[src/rtl/seg_codec_pkg.sv]
package seg_codec_pkg;

    localparam int WORD_W     = 16;
    localparam int FLAG_W     = 8;
    localparam int BASE_W     = 4;
    localparam int SIZE_CODES = 3;
    localparam int CNT_W      = $clog2(WORD_W + 1);
    localparam int SPAN_W     = CNT_W + 2;

    typedef enum logic [3:0] {
        OP_IDLE   = 4'd0,
        OP_INV    = 4'd1,
        OP_INVC   = 4'd2,
        OP_FLP    = 4'd3,
        OP_FLPC   = 4'd4,
        OP_INVFLP = 4'd5,
        OP_PACK   = 4'd6,
        OP_UNPACK = 4'd7
    } op_e;

    typedef struct packed {
        logic              ok;
        logic [CNT_W-1:0]  width;
        logic [3:0]        shift;
        logic [WORD_W-1:0] low_mask;
        logic [WORD_W-1:0] mask;
        logic [WORD_W-1:0] seg;
    } seg_sel_t;

    typedef struct packed {
        logic [WORD_W-1:0] seg;
        logic [1:0]        flag;
        logic [CNT_W-1:0]  ones;
    } seg_res_t;

    function automatic logic [CNT_W-1:0] count_ones(input logic [WORD_W-1:0] v);
        logic [CNT_W-1:0] acc;
        acc = '0;
        for (int i = 0; i < WORD_W; i++) begin
            acc = acc + CNT_W'(v[i]);
        end
        return acc;
    endfunction

    function automatic logic [WORD_W-1:0] reverse_in(input logic [WORD_W-1:0] v,
                                                     input logic [CNT_W-1:0]  w);
        logic [WORD_W-1:0] r;
        r = '0;
        for (int i = 0; i < WORD_W; i++) begin
            for (int j = 0; j < WORD_W; j++) begin
                if ((CNT_W'(i) < w) && (CNT_W'(i) + CNT_W'(j) + CNT_W'(1) == w)) begin
                    r[j] = v[i];
                end
            end
        end
        return r;
    endfunction

    function automatic logic is_encode(input op_e op);
        return (op == OP_INV) || (op == OP_INVC) || (op == OP_FLP) ||
               (op == OP_FLPC) || (op == OP_INVFLP);
    endfunction

endpackage

[src/rtl/seg_select.sv]
module seg_select
    import seg_codec_pkg::*;
(
    input  logic [1:0]        size_code,
    input  logic [1:0]        seg_idx,
    input  logic [WORD_W-1:0] word,
    output seg_sel_t          sel
);
    logic [CNT_W-1:0]  width;
    logic [SPAN_W-1:0] end_pos;
    logic [SPAN_W-1:0] start_pos;
    logic [WORD_W-1:0] low;

    always_comb begin
        width = '0;
        if (32'(size_code) < SIZE_CODES) begin
            width = CNT_W'(BASE_W) << size_code;
        end
        start_pos = SPAN_W'(seg_idx) * SPAN_W'(width);
        end_pos   = start_pos + SPAN_W'(width);
    end

    genvar g;
    generate
        for (g = 0; g < WORD_W; g++) begin : g_low
            assign low[g] = (CNT_W'(g) < width);
        end
    endgenerate

    always_comb begin
        sel = '0;
        if ((width != '0) && (end_pos <= SPAN_W'(WORD_W))) begin
            sel.ok       = 1'b1;
            sel.width    = width;
            sel.shift    = start_pos[3:0];
            sel.low_mask = low;
            sel.mask     = low << start_pos[3:0];
            sel.seg      = (word >> start_pos[3:0]) & low;
        end
    end
endmodule

[src/rtl/seg_transform.sv]
module seg_transform
    import seg_codec_pkg::*;
(
    input  op_e      op,
    input  seg_sel_t sel,
    output seg_res_t res
);
    logic [WORD_W-1:0] inv_v;
    logic [WORD_W-1:0] rev_v;
    logic [WORD_W-1:0] both_v;
    logic [CNT_W-1:0]  ones_in;
    logic [CNT_W:0]    twice_ones;
    logic              want_inv;
    logic              want_flp;

    always_comb begin
        inv_v      = ~sel.seg & sel.low_mask;
        rev_v      = reverse_in(sel.seg, sel.width);
        both_v     = reverse_in(inv_v, sel.width);
        ones_in    = count_ones(sel.seg);
        twice_ones = {ones_in, 1'b0};
        want_inv   = twice_ones > (CNT_W + 1)'(sel.width);
        want_flp   = sel.seg > rev_v;
    end

    always_comb begin
        res = '0;
        if (sel.ok) begin
            res.seg  = sel.seg;
            res.flag = 2'b00;
            case (op)
                OP_INV: begin
                    res.seg  = inv_v;
                    res.flag = 2'b01;
                end
                OP_INVC: begin
                    if (want_inv) begin
                        res.seg  = inv_v;
                        res.flag = 2'b01;
                    end
                end
                OP_FLP: begin
                    res.seg  = rev_v;
                    res.flag = 2'b10;
                end
                OP_FLPC: begin
                    if (want_flp) begin
                        res.seg  = rev_v;
                        res.flag = 2'b10;
                    end
                end
                OP_INVFLP: begin
                    res.seg  = both_v;
                    res.flag = 2'b11;
                end
                default: res.seg = sel.seg;
            endcase
            res.ones = count_ones(res.seg);
        end
    end

    always_comb begin
        if (sel.ok && op == OP_INVC) begin
            a_r3_cond_inv_reduces: assert ({res.ones, 1'b0} <= (CNT_W + 1)'(sel.width))
                else $error("R3 conditional invert left a majority of ones");
        end
        if (sel.ok && op == OP_FLPC) begin
            a_r5_cond_flip_reduces: assert (res.seg <= sel.seg)
                else $error("R5 conditional flip raised the segment value");
        end
    end
endmodule

[src/rtl/flag_pack.sv]
module flag_pack
    import seg_codec_pkg::*;
(
    input  op_e               op,
    input  logic [FLAG_W-1:0] a_in,
    input  logic [FLAG_W-1:0] b_in,
    output logic [FLAG_W-1:0] packed_out,
    output logic [FLAG_W-1:0] hi_out,
    output logic [FLAG_W-1:0] lo_out
);
    localparam int PAIR_W = 2;

    always_comb begin
        packed_out = '0;
        hi_out     = '0;
        lo_out     = '0;
        if (op == OP_PACK) begin
            packed_out[2*PAIR_W-1:PAIR_W] = a_in[PAIR_W-1:0];
            packed_out[PAIR_W-1:0]        = b_in[PAIR_W-1:0];
        end
        if (op == OP_UNPACK) begin
            hi_out[PAIR_W-1:0] = a_in[2*PAIR_W-1:PAIR_W];
            lo_out[PAIR_W-1:0] = a_in[PAIR_W-1:0];
        end
    end
endmodule

[src/rtl/seg_codec_top.sv]
module seg_codec_top
    import seg_codec_pkg::*;
(
    input  logic              clk,
    input  logic              rst,
    input  logic              cmd_valid,
    input  logic [3:0]        cmd_op,
    input  logic [1:0]        seg_size,
    input  logic [1:0]        seg_num,
    input  logic [15:0]       word_in,
    input  logic [7:0]        flag_a_in,
    input  logic [7:0]        flag_b_in,
    output logic              rsp_valid,
    output logic [15:0]       word_out,
    output logic [4:0]        ones_out,
    output logic [7:0]        flag_out,
    output logic [7:0]        split_a_out,
    output logic [7:0]        split_b_out
);
    op_e               op;
    seg_sel_t          sel;
    seg_res_t          res;
    logic [FLAG_W-1:0] pk_flags;
    logic [FLAG_W-1:0] pk_hi;
    logic [FLAG_W-1:0] pk_lo;
    logic [WORD_W-1:0] merged;
    logic [WORD_W-1:0] mask_q;
    logic              enc;

    assign op = op_e'(cmd_op);

    seg_select u_sel (
        .size_code (seg_size),
        .seg_idx   (seg_num),
        .word      (word_in),
        .sel       (sel)
    );

    seg_transform u_xf (
        .op  (op),
        .sel (sel),
        .res (res)
    );

    flag_pack u_pk (
        .op         (op),
        .a_in       (flag_a_in),
        .b_in       (flag_b_in),
        .packed_out (pk_flags),
        .hi_out     (pk_hi),
        .lo_out     (pk_lo)
    );

    always_comb begin
        enc    = is_encode(op) && sel.ok;
        merged = word_in;
        if (enc) begin
            merged = (word_in & ~sel.mask) | (res.seg << sel.shift);
        end
    end

    always_ff @(posedge clk) begin
        if (rst) begin
            rsp_valid   <= 1'b0;
            word_out    <= '0;
            ones_out    <= '0;
            flag_out    <= '0;
            split_a_out <= '0;
            split_b_out <= '0;
            mask_q      <= '0;
        end else begin
            rsp_valid <= cmd_valid;
            if (cmd_valid) begin
                word_out    <= merged;
                ones_out    <= enc ? res.ones : '0;
                flag_out    <= enc ? FLAG_W'(res.flag) : pk_flags;
                split_a_out <= pk_hi;
                split_b_out <= pk_lo;
                mask_q      <= enc ? sel.mask : '0;
            end
        end
    end

    a_r10_rsp_follows: assert property (@(posedge clk) disable iff (rst)
        cmd_valid |=> rsp_valid) else $error("R10 missing response");
    a_r10_no_spurious: assert property (@(posedge clk) disable iff (rst)
        !cmd_valid |=> !rsp_valid) else $error("R10 spurious response");
    a_r10_hold: assert property (@(posedge clk) disable iff (rst)
        !cmd_valid |=> $stable(word_out) && $stable(flag_out) && $stable(ones_out))
        else $error("R10 outputs moved without a command");
    a_r11_outside_kept: assert property (@(posedge clk) disable iff (rst)
        cmd_valid |=> ((word_out ^ $past(word_in)) & ~mask_q) == '0)
        else $error("R11 bits outside segment changed");
    a_r7_flag_narrow: assert property (@(posedge clk) disable iff (rst)
        cmd_valid && is_encode(op) |=> flag_out[7:2] == '0 && ones_out <= 5'd16)
        else $error("R7 encode flag or count out of range");
    a_r9_split_narrow: assert property (@(posedge clk) disable iff (rst)
        rsp_valid |-> split_a_out[7:2] == '0 && split_b_out[7:2] == '0)
        else $error("R9 unpack outputs too wide");
endmodule

[config.mk]
export PLATFORM = sky130hd
export DESIGN_NAME = seg_codec_top
export DESIGN_NICKNAME = d
export VERILOG_FILES = /design/src/rtl/seg_codec_pkg.sv /design/src/rtl/seg_select.sv /design/src/rtl/seg_transform.sv /design/src/rtl/flag_pack.sv /design/src/rtl/seg_codec_top.sv
export SDC_FILE = /design/constraint.sdc
export NUM_CORES = 1
export LEC_CHECK = 0
export ABC_AREA = 1
export CAP_MARGIN = 40
export CELL_PAD_IN_SITES_DETAIL_PLACEMENT = 0
export CELL_PAD_IN_SITES_GLOBAL_PLACEMENT = 2
export CORE_MARGIN = 4
export CORE_UTILIZATION = 35
export DETAILED_ROUTE_END_ITERATION = 8
export DONT_BUFFER_PORTS = 1
export PLACE_DENSITY = 0.84
export SLEW_MARGIN = 20
export SYNTH_ARGS = -nofsm -noshare
export SYNTH_HDL_FRONTEND = slang
export SYNTH_SLANG_ARGS = --single-unit
[constraint.sdc]
create_clock -name clk -period 25.4 [get_ports clk]
set_clock_uncertainty 0.15 [all_clocks]
set_input_delay 1.27 -clock clk [delete_from_list [all_inputs] [get_ports clk]]
set_output_delay 1.27 -clock clk [all_outputs]
set_load 0.05 [all_outputs]
==> flow_summary.ini <==
[run_status]
status = completed

[global_routing]
grt_max_degree = 25
met3_usage = 0.0654
antenna_found_initial = 0
overflow = 0
grt_pass1_wl_mm = 32.1
grtUsageMet1 = 0.321
first_global_vias = 5719
busiest_layer = met2
met2_usage = 0.353
grt.total_usage = 0.231

[layout]
synthToLayoutAreaGrowth_pct = 4.27
layout.cells.non_filler = 1108
diodes = 0
final_util = 0.372
nFillCells = 1760
final_nets = 1022
layout-drive-gt1-share = 0.0543

[timing]
rsz0062_at_grt = false
worstMarginPinSlew_ns = 0.797
hold_viol_final = 0
max_clock_freq_ghz = 0.0716
drv_slew = 0
slew_headroom = 0.466
setup_viol = 0
fin_setup_tns_ns = 0
fin_crit_ns = 13.96
fin_crit_sh = 0.550

[floorplan]
start_util = 0.357
core_mm2 = 0.0152
ios = 89
die_y_um = 132
die_area_mm2 = 0.0175
die_x_um = 132
num_rows = 45

[setup_path]
crit_top_cell = fa_1
worstPathRequired_ns = 25.42
end_kind = flop
crit_path_top_delay_cell = o31ai_1
crit_fanout = 13
start_kind = input pin
reg2reg_from = flag_out[1]
worstRegToRegCells = 2
r2r_slack_ns = 24.23
r2r-end = flag_out[1]
critPathMaxStageDelay_ns = 0.64
crit_path_start = seg_size[0]
crit_path_end = ones_out[2]
cp.arrival_ns = 13.98
crit_type = input pin to flop

[drt]
wl_per_cell_um = 18.6
drt_first_iter_violations = 543
vias = 5944
postRouteAntennaNets = 0
drc = 0
viasPerCell = 5.36
drt-pass1-iter-count = 6
routed_wl_mm = 20.6

[placement]
dp_cells = 1099
port-buffer-count = 0
place_congestion = 0.976
hpwl_mm = 16.5

[clock_tree]
h-tree-depth = 2
cts.sinks = 30
path_clk_slew_ns = 0.05
numCtsBuffers = 5
ctsHoldBuffers = 0
ctsResizeCount = 0
cts_setup_buffers = 0
cts_tree = built
clock-root-buffer = clkbuf_16
clockBufferDepth = 2
clock_latency_ns = 0.28

[synth]
synth-seq-area-share = 0.111
avgSynthCellArea_um2 = 5.80
synth_seq_cells = 30
syn_inst = 935
async_flop_share = 0
ys_types = 45
syn_area_mm2 = 0.00542
synth-warning-count = 0
synthFlopType = dfxtp_1
synth_edf_count = 0

[power]
powerDensity_mw_per_mm2 = 50.8
p_leak_nw = 2.86
peakVddDrop_mv = 0.0248
fin_total_pwr_mw = 0.287

[min_path]
hold_class = flop to flop

[run]
maxCapViolations = 0
-- flip-flops by register name, indices dropped and copies added (netlist names) --
name         flops
word_out        16
ones_out         5
flag_out         4
split_a_out      2
split_b_out      2
rsp_valid        1
-- cells in the final DEF (no fill, tap or decap), types with 2 or more instances in the layout --
master,n
nor2_4,6
buf_4,4
nand3_4,2
nand2_2,6
a31oi_1,3
o211ai_1,10
nand4_2,2
clkinv_1,2
nor3_1,8
dfxtp_1,30
o21ai_1,20
conb_1,16
fa_1,22
nand2_1,295
xnor2_1,3
nand4_1,22
nand3_1,79
inv_1,141
clkbuf_16,5
nor2_2,8
a21oi_1,51
o21a_1,2
o31ai_1,5
ha_1,38
nor3_2,3
nor4_1,2
o21ai_0,50
o221ai_1,2
a22oi_1,2
inv_2,4
o22ai_1,3
nor2_1,60
-- synth_stat cells (4+ instances only) --
cell        n  area share
a21oi_1    51       0.047
buf_2      10      0.0092
buf_4      18       0.025
clkbuf_1   12      0.0083
dfxtp_1    30        0.11
fa_1       22       0.081
ha_1       38       0.088
inv_1     141       0.098
inv_2       4      0.0028
nand2_1   295        0.20
nand2_2     6      0.0069
nand3_1    79       0.073
nand4_1    22       0.025
nor2_1     60       0.042
nor2_2      8      0.0092
nor2_4      6       0.012
nor3_1      8      0.0074
o211ai_1   10       0.014
o21ai_0    50       0.046
o21ai_1    20       0.018
o31ai_1     5      0.0069
-- where the power goes --
group | internal [mW] | switching [mW] | total, mW
clock network | 0.0387 | 0.0209 | 0.0596
registers | 0.0499 | 0.0113 | 0.0613
logic | 0.0525 | 0.114 | 0.166
total | 0.141 | 0.146 | 0.287
-- layout make-up --
class / instances / area (um2) / area share
clock inverter: 2 / 12.5 / 0.00221
clock buffer: 6 / 139 / 0.0246
sequential: 30 / 601 / 0.106
inverter: 147 / 552 / 0.0976
timing repair buffer: 5 / 45.0 / 0.00797
multi-input combinational: 730 / 4070 / 0.720
tap: 188 / 235 / 0.0416
-- worst min-delay path by stage --
stage | from | end | slack [ns] | depth (start not counted)
6_report | word_out[5] | word_out[5] | 0.54 | 2
3_3_place_gp | word_out[7] | word_out[7] | 0.55 | 2
3_5_place_dp | word_out[5] | word_out[5] | 0.54 | 2
5_1_grt | split_b_out[0] | split_b_out[0] | 0.59 | 2
4_1_cts | word_out[5] | word_out[5] | 0.55 | 2
2_1_floorplan | word_out[5] | word_out[5] | 0.53 | 2
-- metal layers --
| metal | routed length [um] | vias up |
|---|---|---|
| li1 | - | 2949 |
| met1 | 9520 | 2733 |
| met2 | 8770 | 230 |
| met3 | 1750 | 32 |
| met4 | 527 | 0 |
| met5 | 0 | - |
-- per-stage QoR --
stage               hold WS (ns)  cell area (um2)  setup slack, ns
floorplan                  0.526             5480            13.07
global placement           0.555             5480            10.72
detailed placement         0.538             5490            10.73
CTS                        0.547             5640            11.01
global route               0.592             5650            10.84
finish                     0.542             5650            11.44
-- cells by family after synthesis --
group                      after synthesis  synth area share
xor gates and xnor gates                 4           0.00646
adders and majority gates               60             0.169
buffers and inverters                  190             0.149
other                                    1          0.000692
and+or+nand+nor                        497             0.408
AOI/OAI and AO/OA                      153             0.156
DFF                                     30             0.111
-- critical path, delay by kind of cell --
| family | cells | cell delay, ns |
|---|---|---|
| simple gates | 9 | 1.85 |
| compound gates | 7 | 1.92 |
| fa+ha+maj | 17 | 7.57 |
| xor+xnor | 2 | 0.31 |
| buf+inv | 10 | 1.01 |
Note: power is estimated with default switching activity, not from simulation.
